==> src/rtl/ata_tf_pkg.sv <==
package ata_tf_pkg;

  typedef enum logic [1:0] {
    ST_IDLE  = 2'd0,
    ST_PIO   = 2'd1,
    ST_FLUSH = 2'd2,
    ST_DMA   = 2'd3
  } seqState_t;

  // strobes from control to datapath
  typedef struct packed {
    logic wordAdv;
    logic wordClr;
    logic latchDma;
  } dpStrobe_t;

  localparam logic [2:0] OFS_DATA   = 3'd0;
  localparam logic [2:0] OFS_COUNT  = 3'd2;
  localparam logic [2:0] OFS_DEV    = 3'd6;
  localparam logic [2:0] OFS_CMDSTS = 3'd7;

  localparam logic [7:0] OP_IDENT = 8'hEC;
  localparam logic [7:0] OP_FLUSH = 8'hE7;
  localparam logic [7:0] OP_RDDMA = 8'hC8;
  localparam logic [7:0] OP_WRDMA = 8'hCA;

  localparam int DEV_SEL_BIT = 4;

endpackage

==> src/rtl/ata_tf_ctrl.sv <==
module ata_tf_ctrl
  import ata_tf_pkg::*;
(
  input  logic       clk,
  input  logic       rstN,
  input  logic       hostWr,
  input  logic       hostRd,
  input  logic [2:0] hostAddr,
  input  logic [7:0] cmdByte,
  input  logic       devSel,
  input  logic       lastWord,
  input  logic       beDone,
  input  logic       dmaDone,
  output dpStrobe_t  strobe,
  output logic [7:0] statusByte,
  output logic       drqActive,
  output logic       intrq,
  output logic       beReq,
  output logic       dmaReq,
  output logic       dmaDir
);

  seqState_t state, stateNext;
  logic errFlag, errNext;
  logic bsy, cmdWr, accept, statRd, dataRd, setIrq;
  logic isIdent, isFlush, isDma, isUnknown;

  assign bsy       = (state == ST_FLUSH) || (state == ST_DMA);
  assign drqActive = (state == ST_PIO);
  assign cmdWr     = hostWr && (hostAddr == OFS_CMDSTS);
  assign accept    = cmdWr && !bsy && !devSel;
  assign statRd    = hostRd && (hostAddr == OFS_CMDSTS);
  assign dataRd    = hostRd && (hostAddr == OFS_DATA) && drqActive;

  assign isIdent   = (cmdByte == OP_IDENT);
  assign isFlush   = (cmdByte == OP_FLUSH);
  assign isDma     = (cmdByte == OP_RDDMA) || (cmdByte == OP_WRDMA);
  assign isUnknown = !(isIdent || isFlush || isDma);

  always_comb begin
    stateNext = state;
    errNext   = errFlag;
    unique case (state)
      ST_IDLE, ST_PIO: begin
        if (accept) begin
          errNext = isUnknown;
          if (isIdent)      stateNext = ST_PIO;
          else if (isFlush) stateNext = ST_FLUSH;
          else if (isDma)   stateNext = ST_DMA;
          else              stateNext = ST_IDLE;
        end else if (dataRd && lastWord) begin
          stateNext = ST_IDLE;
        end
      end
      ST_FLUSH: if (beDone)  stateNext = ST_IDLE;
      ST_DMA:   if (dmaDone) stateNext = ST_IDLE;
      default:  stateNext = ST_IDLE;
    endcase
  end

  assign setIrq = (accept && (isIdent || isUnknown)) ||
                  ((state == ST_FLUSH) && beDone) ||
                  ((state == ST_DMA) && dmaDone);

  always_ff @(posedge clk) begin
    if (!rstN) begin
      state   <= ST_IDLE;
      errFlag <= 1'b0;
      intrq   <= 1'b0;
      dmaDir  <= 1'b0;
    end else begin
      state   <= stateNext;
      errFlag <= errNext;
      if (setIrq)      intrq <= 1'b1;
      else if (statRd) intrq <= 1'b0;
      if (accept && isDma) dmaDir <= (cmdByte == OP_RDDMA);
    end
  end

  assign strobe.wordAdv  = dataRd && !accept;
  assign strobe.wordClr  = accept && isIdent;
  assign strobe.latchDma = accept && isDma;

  assign statusByte = {bsy, 1'b1, 1'b0, 1'b0, drqActive, 2'b00, errFlag};
  assign beReq      = (state == ST_FLUSH);
  assign dmaReq     = (state == ST_DMA);

  p_bsy_drq_excl_r11: assert property (@(posedge clk) disable iff (!rstN)
    !(statusByte[7] && statusByte[3]) && statusByte[6]);

  p_irq_ack_r8: assert property (@(posedge clk) disable iff (!rstN)
    (statRd && !setIrq) |=> !intrq);

  p_busy_ignore_r9: assert property (@(posedge clk) disable iff (!rstN)
    (bsy && cmdWr && !beDone && !dmaDone) |=> $stable(state));

  p_flush_done_r5: assert property (@(posedge clk) disable iff (!rstN)
    (beReq && beDone) |=> (statusByte == 8'h40) && intrq && !beReq);

  p_dma_busy_r6: assert property (@(posedge clk) disable iff (!rstN)
    dmaReq |-> statusByte[7] && !beReq);

endmodule

==> src/rtl/ata_tf_dpath.sv <==
module ata_tf_dpath
  import ata_tf_pkg::*;
#(
  parameter int WORDS = 256,
  parameter int BYTE_W = 8,
  parameter int ADDR_BYTES = 3
) (
  input  logic                         clk,
  input  logic                         rstN,
  input  logic                         hostWr,
  input  logic [2:0]                   hostAddr,
  input  logic [BYTE_W-1:0]            hostWdata,
  input  dpStrobe_t                    strobe,
  input  logic [7:0]                   statusByte,
  input  logic                         drqActive,
  output logic [2*BYTE_W-1:0]          hostRdata,
  output logic                         devSel,
  output logic                         lastWord,
  output logic [ADDR_BYTES*BYTE_W-1:0] dmaLba,
  output logic [BYTE_W-1:0]            dmaCount
);

  localparam int IDX_W  = (WORDS > 1) ? $clog2(WORDS) : 1;
  localparam int LBA_W  = ADDR_BYTES * BYTE_W;
  localparam int FIRST  = 2;
  localparam int LAST   = FIRST + ADDR_BYTES + 1;

  logic [BYTE_W-1:0] tfReg [FIRST:LAST];
  logic [IDX_W-1:0]  wordIdx;
  logic [7:0]        idxByte;
  logic [15:0]       idWord;
  logic [LBA_W-1:0]  lbaLive;

  always_ff @(posedge clk) begin
    if (!rstN) begin
      for (int k = FIRST; k <= LAST; k++) tfReg[k] <= '0;
    end else if (hostWr) begin
      for (int k = FIRST; k <= LAST; k++)
        if (hostAddr == 3'(k)) tfReg[k] <= hostWdata;
    end
  end

  // address bytes packed low-to-high from offset 3 upward
  generate
    for (genvar g = 0; g < ADDR_BYTES; g++) begin : gLba
      assign lbaLive[g*BYTE_W +: BYTE_W] = tfReg[FIRST+1+g];
    end
  endgenerate

  always_ff @(posedge clk) begin
    if (!rstN) begin
      wordIdx  <= '0;
      dmaLba   <= '0;
      dmaCount <= '0;
    end else begin
      if (strobe.wordClr)      wordIdx <= '0;
      else if (strobe.wordAdv) wordIdx <= wordIdx + 1'b1;
      if (strobe.latchDma) begin
        dmaLba   <= lbaLive;
        dmaCount <= tfReg[FIRST];
      end
    end
  end

  assign devSel   = tfReg[LAST][DEV_SEL_BIT];
  assign lastWord = (wordIdx == IDX_W'(WORDS - 1));
  assign idxByte  = 8'(wordIdx);
  assign idWord   = {idxByte ^ 8'hC3, idxByte};

  always_comb begin
    hostRdata = '0;
    if (hostAddr == OFS_DATA) begin
      if (drqActive) hostRdata = idWord;
    end else if (hostAddr == OFS_CMDSTS) begin
      hostRdata = {8'h00, statusByte};
    end else begin
      for (int k = FIRST; k <= LAST; k++)
        if (hostAddr == 3'(k)) hostRdata = {{BYTE_W{1'b0}}, tfReg[k]};
    end
  end

  p_word_step_r3: assert property (@(posedge clk) disable iff (!rstN)
    (strobe.wordAdv && !strobe.wordClr) |=> wordIdx == $past(wordIdx) + 1'b1);

  p_dma_hold_r6: assert property (@(posedge clk) disable iff (!rstN)
    !strobe.latchDma |=> $stable(dmaLba) && $stable(dmaCount));

endmodule

==> src/rtl/ata_taskfile_seq.sv <==
module ata_taskfile_seq
  import ata_tf_pkg::*;
#(
  parameter int WORDS = 256
) (
  input  logic        clk,
  input  logic        rstN,
  input  logic        hostWr,
  input  logic        hostRd,
  input  logic [2:0]  hostAddr,
  input  logic [7:0]  hostWdata,
  output logic [15:0] hostRdata,
  output logic        intrq,
  output logic        beReq,
  input  logic        beDone,
  output logic        dmaReq,
  output logic        dmaDir,
  output logic [23:0] dmaLba,
  output logic [7:0]  dmaCount,
  input  logic        dmaDone
);

  dpStrobe_t  strobe;
  logic [7:0] statusByte;
  logic       drqActive, devSel, lastWord;

  ata_tf_ctrl u_ctrl (
    .clk(clk), .rstN(rstN), .hostWr(hostWr), .hostRd(hostRd),
    .hostAddr(hostAddr), .cmdByte(hostWdata), .devSel(devSel),
    .lastWord(lastWord), .beDone(beDone), .dmaDone(dmaDone),
    .strobe(strobe), .statusByte(statusByte), .drqActive(drqActive),
    .intrq(intrq), .beReq(beReq), .dmaReq(dmaReq), .dmaDir(dmaDir)
  );

  ata_tf_dpath #(.WORDS(WORDS)) u_dpath (
    .clk(clk), .rstN(rstN), .hostWr(hostWr), .hostAddr(hostAddr),
    .hostWdata(hostWdata), .strobe(strobe), .statusByte(statusByte),
    .drqActive(drqActive), .hostRdata(hostRdata), .devSel(devSel),
    .lastWord(lastWord), .dmaLba(dmaLba), .dmaCount(dmaCount)
  );

endmodule

==> config.mk <==
export PLATFORM = sky130hd
export DESIGN_NAME = ata_taskfile_seq
export DESIGN_NICKNAME = d
export VERILOG_FILES = /design/src/rtl/ata_tf_pkg.sv /design/src/rtl/ata_tf_ctrl.sv /design/src/rtl/ata_tf_dpath.sv /design/src/rtl/ata_taskfile_seq.sv
export SDC_FILE = /design/constraint.sdc
export NUM_CORES = 1
export LEC_CHECK = 0
export ABC_AREA = 0
export CORE_MARGIN = 10
export CORE_UTILIZATION = 55
export CTS_CLUSTER_SIZE = 30
export DETAILED_ROUTE_END_ITERATION = 16
export DONT_BUFFER_PORTS = 1
export GPL_TIMING_DRIVEN = 0
export PLACE_DENSITY = 0.73
export SETUP_SLACK_MARGIN = 0.4
export SYNTH_ARGS = -nofsm -noshare
export SYNTH_HDL_FRONTEND = slang
export SYNTH_SLANG_ARGS = --single-unit
==> constraint.sdc <==
create_clock -name clk -period 3.8 [get_ports clk]
set_input_delay 0 -clock clk [delete_from_list [all_inputs] [get_ports clk]]
set_output_delay 0 -clock clk [all_outputs]
set_load 0.03 [all_outputs]
### Word level (Yosys, flattened, before mapping)

Memory sizes are Yosys's and may differ from the RTL's.
Cells that the tools add are included.

* register bits after elaboration: 45
* memory bits (writable): 40
* input port bits: 17
* output and inout bits: 52
* logic and storage cells: 108
* memories: 1

* $add $sub $neg: 1
* equality and inequality tests: 17
* multiplexer cells: 44
* bitwise gates (word level): 7
* reduce and logical (&&, ||, !) cells: 31

Memory list
* u_dpath.tfReg: words 5, bits a word 8, read ports 5, clocked after Yosys merged registers in 0, write ports 5, line ata_tf_dpath.sv:28 `logic [BYTE_W-1:0] tfReg [FIRST:LAST];`

Operator list (count)
* two-way mux 8 bit: 10
* two-way mux 16 bit: 3
* equality test 8 bit, second input constant: 5
* two-way mux 1 bit: 23
* two-way mux 2 bit: 7
* logical AND 1 bit: 13
* equality test 3 bit, second input constant: 4
* adder 8 x 1 -> 8 bit, second input constant: 1
* logical OR 1 bit: 7
* equality test 3 x 2 -> 1 bit, second input constant: 2
* one-hot mux 2 bit (3 select lines): 1
* bitwise OR 1 bit: 5
* equality test 2 bit, second input constant: 2
* zero test 1 bit: 4
* inequality test 2 x 1 -> 1 bit, second input constant: 2
* NOT 4 bit: 1
* OR reduction 2 bit: 2
* zero test 3 bit: 1
* inequality test 3 x 1 -> 1 bit, second input constant: 1
* AND reduction 3 bit: 1
* equality test 2 x 1 -> 1 bit, second input constant: 1
* zero test 2 bit: 1
* AND reduction 2 bit: 1
* nonzero test 2 bit: 1
* NOT 1 bit: 1

### Logic depth before layout (Yosys ltp)

Gate-level depths: netlist of the first run.

* depth in word-level cells: 9
* depth in mapped cells: 6
* gate-level depth less buffers: 5

### Cells and area by module

From an unflattened synthesis of the first run, not the netlist that was laid out.

* cells, all modules: 364
* area, all modules: 4052.6 um^2

By module, submodules not included
* ata_tf_dpath: instances 1, cells an instance 308, area each 3619.7 um^2, seq. area each 2001.9 um^2
* ata_tf_ctrl: instances 1, cells an instance 56, area each 432.9 um^2, seq. area each 100.1 um^2

### Worst setup path before layout of the first run

No wires, ideal clock.

* path type: reg2out
* start point: reg u_ctrl.state[1]
* end point: out hostRdata[3]
* data arrival time: 1.862 ns
* required time: 3.800 ns
* slack: 1.938 ns
* stages on the path, launching flop included: 6
* buffers on the path: 1
* cell sequence: dfxtp_1 or4b_1 buf_6 or2_4 nor2_2 a211o_1

* cells in the longest elaborated chain, start to end: 3
* elaborated cells between the ends (all ways): 4
* classes of those cells: eq/ne (1); mux (3)

Ends and longest elaborated chain
* start: declaration: line ata_tf_ctrl.sv:23 `seqState_t state, stateNext;`
* start signal: assignment: line ata_tf_ctrl.sv:72 `state <= stateNext;`
* equality test 2 x 1 -> 1 bit *: line ata_tf_ctrl.sv:29 `assign drqActive = (state == ST_PIO);`
* two-way mux 16 bit (on tied branches): line ata_tf_dpath.sv:74, ata_tf_dpath.sv:73
* two-way mux 16 bit *: line ata_tf_dpath.sv:72 `if (hostAddr == OFS_DATA) begin`
* end: declaration: line ata_taskfile_seq.sv:12 `output logic [15:0] hostRdata,`

Mark *: on every way between the ends. The rest lies on a longest branch, timed or not.

### Worst setup path in the final report of the first run

* start point: reg u_ctrl.state[1]
* end point: out hostRdata[4]

* cells in the longest elaborated chain, start to end: 3

Ends and longest elaborated chain
* equality test 2 x 1 -> 1 bit: line ata_tf_ctrl.sv:29
* two-way mux 16 bit: line ata_tf_dpath.sv:73 `if (drqActive) hostRdata = idWord;`
* two-way mux 16 bit: line ata_tf_dpath.sv:72

No other way between the ends.

==> results.py, run 1 <==
metrics = {
    "die": {
        "rows": 31,
        "dieWidth_um": 106,
        "dieArea_sq_um": 11200,
        "core-area_sq_um": 7210,
        "start_util": 0.560,
        "io_pins": 69,
        "fp.dieH_um": 106,
    },
    "clocking": {
        "numClockSinks": 85,
        "path_clk_slew_ns": 0.09,
        "insertion_delay_ns": 0.36,
        "cts_buffers": 9,
        "cts.path.max_buffers": 2,
        "htreeDepth": 3,
        "cts_setup_buffers": 0,
        "tritoncts": "done",
        "cts-root-buf": "clkbuf_8",
    },
    "final_layout": {
        "fin_cells": 517,
        "area.sequential_sq_um": 2100,
        "nets": 431,
        "multi_input_area_sq_um": 1810,
        "fill_cells": 626,
        "final_core_util": 0.618,
        "post-route-cell-area_sq_um": 4460,
        "diodes": 0,
        "drive_gt1_frac": 0.0909,
        "syn2layout_area_growth_pct": 10.3,
    },
    "min_path": {
        "hold_path_end": "u_ctrl.state[1]",
        "hold_depth": 4,
        "hold_class": "in -> reg",
        "holdCritStartpoint": "hostWdata[4]",
    },
    "logic_synthesis": {
        "syn_area_sq_um": 4040,
        "syn_avg_cell_area_sq_um": 10.3,
        "synth_seq_cells": 85,
        "synth_compound_area_frac": 0.0700,
        "yosys.area_share.adder": 0.00310,
        "ys_async_sr_fraction": 0,
        "synthMuxAreaShare": 0.115,
        "synth_ff_type": "dfxtp_1",
        "synth-simple-area-share": 0.244,
        "synth_nets": 410,
        "synth_top_family_by_area": "simple AND/OR/NAND/NOR gates",
        "synth-edff-count": 40,
        "yosys_warnings": 0,
        "ys_types": 51,
        "syn_inst": 392,
        "seq_area_frac_synth": 0.520,
        "synth_xor_xnor_area_share": 0.0152,
    },
    "routing": {
        "drt_drc_violations_left": 0,
        "routed_wl_mm": 10.3,
        "dr.pass1.iters": 5,
        "wl_per_cell_um": 19.9,
        "vias_per_cell": 5.78,
        "drt_iter0_drc": 196,
        "ant_nets": 0,
        "via_count": 2989,
    },
    "power_and_ir_drop": {
        "total_leakage_power_nw": 1.60,
        "p_int_mw": 1.35,
        "pwr-share-comb": 0.084,
        "p_sw_uw": 432,
        "p_per_area_nw_per_um2": 399,
        "pwr-share-clk": 0.350,
        "ir_drop_mv": 0.197,
        "seqPwrFrac": 0.566,
        "swShare": 0.243,
    },
    "placed_design": {
        "placed_area_sq_um": 4170,
        "dp_hpwl_mm": 7.49,
        "gp_congestion": 0.923,
        "port_buffers": 0,
        "placed_cells": 491,
    },
    "global_routing": {
        "busiest_layer": "met2",
        "grt_usage": 0.182,
        "met1_usage": 0.232,
        "antenna_found_initial": 0,
        "use_met2": 0.288,
        "grt_overflow_total": 0,
        "first_global_vias": 2872,
        "use_met3": 0.0597,
        "grt_pass1_wl_mm": 16.1,
        "grt_max_degree": 14,
    },
    "setup_path": {
        "crit_path_cell_trace": "or4b_1 > buf_6 > nor2_2 > and2_1 > a211o_1",
        "r2r_end": "u_dpath.dmaCount[7]",
        "rrSetupSlack_ns": 1.87,
        "crit_fanout": 7,
        "required_ns": 3.80,
        "critPathLaunchType": "register",
        "slowest_delay_ns": 0.55,
        "end_kind": "output port",
        "crit_arrival_ns": 2.40,
        "worstReg2RegStart": "u_ctrl.state[1]",
        "path_class": "reg -> out",
        "worstRegToRegCells": 5,
        "critical_path.slowest_cell": "or4b_1",
    },
    "sta": {
        "setup_violations": 0,
        "timing.setup.tns_ns": 0,
        "drv_slew": 0,
        "clock.fmax_mhz": 417,
        "fin_crit_sh": 0.631,
        "tightest_slew_ns": 1.24,
        "fin_crit_ns": 2.40,
        "clock_skew_ns": 0.0114,
        "relSlewSlack": 0.166,
        "rsz0062_at_grt": "no",
        "finalHoldViolCount": 0,
    },
    "run": {
        "cap_violations": 0,
    },
    "status": {
        "status": "completed",
    },
}
sequential cells by signal (all words and copies together) (netlist names):
signal / cells
u_ctrl.intrq: 1
u_dpath.tfReg: 40
u_ctrl.state: 2
u_dpath.dmaCount: 8
u_ctrl.errFlag: 1
u_dpath.idxByte: 8
u_dpath.dmaLba: 24
u_ctrl.dmaDir: 1
how the worst max path moves through the flow:
stage | endpoint | slack [ns] | start
6_report | hostRdata[4] | 1.40 | u_ctrl.state[1]
5_1_grt | hostRdata[4] | 1.29 | u_ctrl.state[1]
4_1_cts | hostRdata[4] | 1.39 | u_ctrl.state[1]
3_5_place_dp | hostRdata[4] | 1.80 | u_ctrl.state[1]
3_3_place_gp | hostRdata[4] | 1.81 | u_ctrl.state[1]
2_1_floorplan | hostRdata[3] | 1.94 | u_ctrl.state[1]
metal layers:
layer | vias up | part of all wire
met1 | 1434 | 0.43
met3 | 14 | 0.086
met2 | 134 | 0.47
met5 | - | 0
met4 | 0 | 0.015
li1 | 1407 | -
metrics by stage:
step	setup slack [ns]	power, mW	hold slack, ns
2_1_floorplan	1.94	1.12	0.197
3_3_place_gp	1.81	1.16	0.200
3_5_place_dp	1.80	1.16	0.202
4_1_cts	1.39	1.78	0.00106
5_1_grt	1.29	1.83	0.0186
6_report	1.40	1.78	0.00524
timing repair:
item,4_1_cts,5_1_grt
resized for setup,0,0
hold buffers,10,0
endpoints found under the setup margin,0,0
endpoints found under the hold margin,40,0
layout make-up:
| type | instances | area share |
|---|---|---|
| Clock inverter | 1 | 0.00112 |
| Inverter | 4 | 0.00337 |
| Clock buffer | 15 | 0.0421 |
| Multi-Input combinational cell | 282 | 0.406 |
| Tap cell | 99 | 0.0278 |
| Timing Repair Buffer | 10 | 0.0225 |
| Sequential cell | 85 | 0.472 |
| Buffer | 21 | 0.0258 |
kinds of logic after synthesis:
logic type / after synthesis
multiplexers: 46
adder cells (fa/ha/maj): 1
AO/OA/AOI/OAI: 40
AND/OR/NAND/NOR: 188
flip-flops: 85
buffers and inverters: 25
XOR/XNOR: 7
Yosys cell counts (2+ instances only):
cell       instances  area share
nor3_1             2      0.0025
nand4_1            3      0.0046
o2bb2ai_1          3      0.0065
a22o_1             5       0.011
edfxtp_1          40        0.30
or2_2              2      0.0031
dfxtp_1           45        0.22
nand2b_1           4      0.0062
buf_2              5      0.0062
a211o_1            3      0.0065
inv_1              4      0.0037
nor2b_1            5      0.0077
and3b_1            2      0.0043
nand3_1            6      0.0074
nand4b_1           3      0.0065
a221o_1            2      0.0050
nor3_2             3      0.0074
xor2_1             2      0.0043
clkbuf_1          11       0.010
a21oi_1            3      0.0037
xnor2_1            5       0.011
nor2_2             3      0.0046
and2_1            45       0.070
and4_1             2      0.0043
mux2_2             4       0.011
o21ai_0           13       0.016
nor2_1            23       0.021
nand2_1           76       0.071
mux2i_1           42        0.10
buf_6              4       0.011
a31oi_1            2      0.0031
placed cells by master, fill, tap and decap left out, types with 3 or more instances in the layout:
cell / count
and2_1: 45
clkbuf_1: 14
nor2_1: 23
mux2_2: 4
nand4b_1: 3
mux2i_1: 42
nor3_2: 3
nand2b_1: 4
edfxtp_1: 40
o21ai_0: 13
dlygate4sd3_1: 10
dfxtp_1: 45
nor2b_1: 5
inv_1: 4
nor2_2: 3
buf_6: 4
a22o_1: 5
a21oi_1: 3
o2bb2ai_1: 3
a211o_1: 3
nand3_1: 6
buf_2: 5
nand2_1: 76
xnor2_1: 5
clkbuf_8: 11
nand4_1: 3
critical path, delay by kind of cell (launching register included):
family                 cells  cell delay, ns
buffers and inverters      1            0.16
and+or+nand+nor            3            1.14
DFF                        1            0.37
AOI/OAI and AO/OA          1            0.36
power groups by stage:
stage	combinational, mW	sequential (mW)	clock (mW)
after floorplan	0.101	1.02	0
after global placement	0.131	1.03	0
after detailed placement	0.134	1.03	0
after CTS	0.149	1.01	0.629
after global routing	0.161	1.01	0.663
final	0.150	1.01	0.623
No activity file was read; power rests on OpenSTA's default activity.
==> run 2, diff against run 1 <==
==> constraint.sdc (replaced) <==
create_clock -name clk -period 2.4 [get_ports clk]
set_input_delay 0 -clock clk [delete_from_list [all_inputs] [get_ports clk]]
set_output_delay 0 -clock clk [all_outputs]
set_load 0.03 [all_outputs]
==> run 2 against run 1 <==
Clock power is 58% higher. Register-to-register slack got worse by 1.3 ns. Cell area grew 4.3%. Sequential share of layout area shrank 1.8 points.
==> results.py, run 2 (synthesis results as in run 1) <==
metrics = {
    "status": {
        "status": "completed",
    },
    "power_and_ir_drop": {
        "p_int_mw": 2.14,
        "p_sw_uw": 687,
        "pwr-share-clk": 0.349,
        "ir_drop_mv": 0.311,
        "total_leakage_power_nw": 1.66,
        "swShare": 0.243,
        "p_per_area_nw_per_um2": 608,
        "pwr-share-comb": 0.087,
        "seqPwrFrac": 0.564,
    },
    "global_routing": {
        "grt_pass1_wl_mm": 16.5,
        "grt_max_degree": 14,
        "grt_overflow_total": 0,
        "grt_usage": 0.187,
        "antenna_found_initial": 0,
        "first_global_vias": 2934,
    },
    "routing": {
        "vias_per_cell": 5.70,
        "drt_drc_violations_left": 0,
        "via_count": 3009,
        "dr.pass1.iters": 5,
        "wl_per_cell_um": 20.1,
        "routed_wl_mm": 10.6,
        "drt_iter0_drc": 199,
        "ant_nets": 0,
    },
    "clocking": {
        "numClockSinks": 85,
        "cts-root-buf": "clkbuf_8",
        "cts.path.max_buffers": 2,
        "insertion_delay_ns": 0.35,
        "tritoncts": "done",
        "path_clk_slew_ns": 0.09,
        "cts_buffers": 9,
        "htreeDepth": 3,
    },
    "die": {
        "rows": 31,
        "start_util": 0.560,
        "core-area_sq_um": 7210,
        "dieWidth_um": 106,
        "io_pins": 69,
        "dieArea_sq_um": 11200,
        "fp.dieH_um": 106,
    },
    "sta": {
        "relSlewSlack": 0.192,
        "fin_ws_ns": 0.382,
        "fin_crit_sh": 0.841,
        "timing.setup.tns_ns": 0,
        "tightest_slew_ns": 1.20,
        "rsz0062_at_grt": "yes",
        "drv_slew": 0,
        "setup_violations": 0,
        "fin_crit_ns": 2.02,
        "clock.fmax_mhz": 495,
        "finalHoldViolCount": 0,
        "clock_skew_ns": 0.00922,
    },
    "min_path": {
        "holdCritStartpoint": "rstN",
        "hold_depth": 3,
        "hold_class": "in -> reg",
        "hold_path_end": "u_dpath.dmaLba[16]",
    },
    "placed_design": {
        "dp_hpwl_mm": 7.49,
        "gp_congestion": 0.923,
        "pre_cts_slack_ns": 0.396,
        "port_buffers": 0,
    },
    "setup_path": {
        "path_class": "reg -> out",
        "worstReg2RegStart": "u_ctrl.state[1]",
        "end_kind": "output port",
        "crit_arrival_ns": 2.02,
        "worstRegToRegCells": 7,
        "r2r_end": "u_dpath.dmaLba[22]",
        "rrSetupSlack_ns": 0.54,
        "crit_fanout": 4,
        "critPathLaunchType": "register",
        "required_ns": 2.40,
    },
    "final_layout": {
        "nets": 442,
        "final_common_cell": "nand2_1",
        "top_regs": "u_dpath.tfReg x40, u_dpath.dmaLba x24",
        "top_register": "u_dpath.tfReg",
        "final_cell_mix": "nand2_1, dfxtp_1, and2_1, mux2i_1, edfxtp_1",
        "largest_reg_flops": 40,
        "syn2layout_area_growth_pct": 15.0,
        "diodes": 0,
        "drive_gt1_frac": 0.152,
    },
    "run": {
        "cap_violations": 0,
    },
}
[run 2: cell types whose count changed in the layout (fill, tap and decap cells not counted), sizes merged]
cell / before / now
buf: 10 / 21
[run 2: worst max-delay path: stages, from the launching register on]
cell	delay, ns
dfxtp_4	0.36
or4b_4	0.48
buf_6	0.15
or2_4	0.25
nor2_4	0.23
a211o_4	0.20
[run 2: layout make-up]
| type | count | area (sq um) |
|---|---|---|
| well taps | 99 | 124 |
| repair buffers | 21 | 195 |
| flip-flops and latches | 85 | 2110 |
| inverters | 4 | 15.0 |
| plain buffers | 21 | 115 |
| fillers | 585 | 2570 |
| multi-input cells | 282 | 1900 |
| clock inverters | 1 | 5.00 |
| clock buffers | 15 | 188 |
[run 2: routing by layer]
layer,share of wire,routed length [um],track usage
met1,0.42,4470,0.234
met2,0.48,5100,0.301
met3,0.081,860,0.0597
met4,0.015,160,0.0561
met5,0,0,0
[run 2: worst max path at each step]
stage,from,to,slack [ns],cells after the start
2_1_floorplan,u_ctrl.state[1],hostRdata[3],0.54,5
3_3_place_gp,u_ctrl.state[1],hostRdata[4],0.41,5
3_5_place_dp,u_ctrl.state[1],hostRdata[4],0.40,5
4_1_cts,u_ctrl.state[1],hostRdata[3],0.34,5
5_1_grt,u_ctrl.state[1],hostRdata[3],0.35,5
6_report,u_ctrl.state[1],hostRdata[3],0.38,5
[run 2: what timing repair did]
item	in CTS	in global routing
gates resized for setup	29	2
hold buffers	10	0
setup endpoints to repair	15	39
buffers inserted	8	3
hold endpoints to repair	40	0
pin swaps	4	4
[run 2: power by group through the flow]
stage	combinational [mW]	sequential (mW)	clock, mW
6_report	0.247	1.59	0.986
2_1_floorplan	0.160	1.61	0
3_3_place_gp	0.208	1.62	0
5_1_grt	0.264	1.60	1.05
4_1_cts	0.244	1.59	0.996
3_5_place_dp	0.212	1.63	0
[run 2: per-stage QoR]
step,util,power (mW),hold WS [ns],instance area [sq um],cells
finish,0.644,2.82,0.0296,4650,528
global placement,0.577,1.83,0.200,4170,491
global route,0.644,2.91,0.0447,4650,528
floorplan,-,1.77,0.197,4040,392
CTS,0.638,2.83,0.0177,4600,525
detailed placement,0.577,1.84,0.202,4170,491
==> run 3, diff against run 2 <==
--- a/config.mk
+++ b/config.mk
@@ -5,14 +5,14 @@
 export SDC_FILE = /design/constraint.sdc
 export NUM_CORES = 1
 export LEC_CHECK = 0
-export ABC_AREA = 0
+export ABC_AREA = 1
 export CORE_MARGIN = 10
 export CORE_UTILIZATION = 55
 export CTS_CLUSTER_SIZE = 30
 export DETAILED_ROUTE_END_ITERATION = 16
 export DONT_BUFFER_PORTS = 1
 export GPL_TIMING_DRIVEN = 0
-export PLACE_DENSITY = 0.73
+export PLACE_DENSITY = 0.76
 export SETUP_SLACK_MARGIN = 0.4
 export SYNTH_ARGS = -nofsm -noshare
 export SYNTH_HDL_FRONTEND = slang
==> constraint.sdc (replaced) <==
create_clock -name clk -period 1.8 [get_ports clk]
set_input_delay 0 -clock clk [delete_from_list [all_inputs] [get_ports clk]]
set_output_delay 0 -clock clk [all_outputs]
set_load 0.03 [all_outputs]
==> run 3 against run 2 <==
Clock skew down 0.00083 ns. Clock power up 25%. Synthesized cell count up 20%. Worst setup slack worse by 0.094 ns. Critical path depth up 2.
==> results.py, run 3 <==
metrics = {
    "routing": {
        "drt_drc_violations_left": 0,
        "via_count": 3431,
        "drt_iter0_drc": 374,
        "ant_nets": 0,
        "dr.pass1.iters": 5,
        "wl_per_cell_um": 17.9,
        "top_layer": "met4",
        "wl_met2_mm": 5.29,
        "routed_wl_mm": 11.0,
        "route.met3.wl_mm": 1.21,
        "drt-met1-wl_mm": 4.38,
        "vias_per_cell": 5.58,
    },
    "power_and_ir_drop": {
        "seqPwrFrac": 0.582,
        "ir_drop_mv": 0.613,
        "p_per_area_nw_per_um2": 754,
        "p_int_mw": 2.67,
        "pwr-share-clk": 0.336,
        "p_sw_uw": 984,
        "swShare": 0.269,
        "total_leakage_power_nw": 2.04,
        "pwr-share-comb": 0.082,
    },
    "clocking": {
        "htreeDepth": 3,
        "cts-root-buf": "clkbuf_8",
        "tritoncts": "done",
        "insertion_delay_ns": 0.35,
        "numClockSinks": 85,
        "cts.path.max_buffers": 2,
        "cts_buffers": 9,
        "path_clk_slew_ns": 0.09,
    },
    "sta": {
        "fin_crit_ns": 1.51,
        "fin_crit_sh": 0.840,
        "drv_slew": 0,
        "fin_ws_ns": 0.288,
        "rsz0062_at_grt": "yes",
        "holdWs_ns": 0.0189,
        "clock_skew_ns": 0.00839,
        "tightest_slew_ns": 0.709,
        "finalHoldViolCount": 0,
        "setup_violations": 0,
        "clock.fmax_mhz": 661,
        "relSlewSlack": 0.524,
    },
    "die": {
        "rows": 30,
        "fp.dieH_um": 104,
        "dieArea_sq_um": 10900,
        "start_util": 0.572,
        "core-area_sq_um": 6830,
        "io_pins": 69,
        "dieWidth_um": 104,
    },
    "logic_synthesis": {
        "synth_ff_type": "dfxtp_1",
        "synth_most_common_cell": "nor2_1",
        "yosys_warnings": 0,
        "synth_top_area_frac": 0.307,
        "synth_nets": 487,
        "syn_inst": 469,
        "ys_async_sr_fraction": 0,
        "synth_seq_cells": 85,
        "yosysTopAreaCell": "edfxtp_1",
        "syn_avg_cell_area_sq_um": 8.33,
        "ys_types": 30,
        "synth.area.top_cells": "edfxtp_1, dfxtp_1, nor2_1, nand2_1, nor2_2",
        "syn_area_sq_um": 3910,
        "yosys-top-cells-count": "nor2_1, nand2_1, dfxtp_1, inv_1, edfxtp_1",
        "synth-edff-count": 40,
        "seq_area_frac_synth": 0.538,
    },
    "run": {
        "cap_violations": 0,
    },
    "placed_design": {
        "port_buffers": 0,
        "placed_area_sq_um": 4040,
        "dp_hpwl_mm": 7.37,
        "placed_cells": 565,
        "gp_congestion": 0.929,
        "pre_cts_slack_ns": -0.00548,
    },
    "setup_path": {
        "crit_fanout": 5,
        "end_kind": "output port",
        "required_ns": 1.80,
        "path_class": "reg -> out",
        "critPathLaunchType": "register",
        "crit_arrival_ns": 1.51,
    },
    "final_layout": {
        "final_common_cell": "nor2_1",
        "top_regs": "u_dpath.tfReg x40, u_dpath.dmaLba x24",
        "multi_input_area_sq_um": 1750,
        "top_register": "u_dpath.tfReg",
        "fill_cells": 515,
        "largest_reg_flops": 40,
        "final_cell_mix": "nor2_1, nand2_1, dfxtp_1, edfxtp_1, inv_1",
        "post-route-cell-area_sq_um": 4840,
        "area.sequential_sq_um": 2110,
        "diodes": 0,
        "drive_gt1_frac": 0.274,
        "syn2layout_area_growth_pct": 23.9,
        "fin_cells": 615,
        "nets": 532,
    },
    "min_path": {
        "hold_class": "in -> reg",
    },
    "global_routing": {
        "first_global_vias": 3286,
        "grt_pass1_wl_mm": 16.8,
        "grt_usage": 0.190,
        "antenna_found_initial": 0,
        "grt_overflow_total": 0,
        "grt_max_degree": 16,
    },
    "status": {
        "status": "completed",
    },
}
## run 3: per-layer routing
metal	vias up	track usage
li1	1609	-
met1	1629	0.236
met2	180	0.300
met3	13	0.0595
met4	0	0.0765
met5	-	0
## run 3: logic make-up (layout without fill, tap and decap cells)
group                    Yosys count  count (layout)  synth area share
XOR/XNOR                           3               3           0.00673
adder cells (fa/ha/maj)            1               1           0.00320
flip-flops                        85              85             0.538
AND/OR/NAND/NOR                  259             260             0.299
buffers and inverters             61             110            0.0720
AO/OA/AOI/OAI                     60              60            0.0807
## run 3: final cells by class
cell class | count | area share
sequential | 85 | 0.436
clock inverter | 7 | 0.0103
tap | 96 | 0.0248
timing repair buffer | 33 | 0.0734
clock buffer | 9 | 0.0256
multi-input combinational | 324 | 0.361
inverter | 47 | 0.0395
buffer | 14 | 0.0295
## run 3: final timing paths
check | to | cells after the start | startpoint | slack [ns]
hold reg to reg | u_dpath.idxByte[0] | 2 | u_dpath.idxByte[0] | 0.50
setup reg to reg | u_dpath.dmaLba[7] | 8 | u_dpath.tfReg[0][52] | 0.29
hold / removal | u_dpath.tfReg[0][33] | 2 | hostWdata[1] | 0.02
setup / recovery | hostRdata[0] | 7 | u_ctrl.state[1] | 0.29
## run 3: repair_timing
| item | 4_1_cts | 5_1_grt |
|---|---|---|
| setup buffers | 12 | 8 |
| cloned | 1 | 4 |
| pin swaps | 9 | 16 |
| resized for setup | 40 | 47 |
| endpoints found under the hold margin | 21 | 0 |
| hold buffers | 9 | 0 |
| endpoints found under the setup margin | 68 | 57 |
## run 3: per-stage QoR
step	utilization	setup TNS (ns)	power (mW)
finish	0.709	0	3.65
global route	0.709	0	3.76
CTS	0.663	0	3.62
detailed placement	0.591	-0.0429	2.40
global placement	0.591	0	2.40
floorplan	-	0	2.33
## run 3: power groups by stage
stage               sequential, mW  combinational, mW  clock (mW)
floorplan                     2.16              0.171           0
global placement              2.17              0.229           0
detailed placement            2.17              0.233           0
CTS                           2.13              0.271        1.23
global route                  2.13              0.316        1.31
finish                        2.13              0.298        1.23
## run 3: critical path: stages (launching register included)
cell and delay (ns):
dfxtp_2 0.36, inv_4 0.05, nand2_4 0.07, inv_6 0.05, nand2_8 0.09, nor2_4 0.04, a21oi_2 0.11, nand4_1 0.40
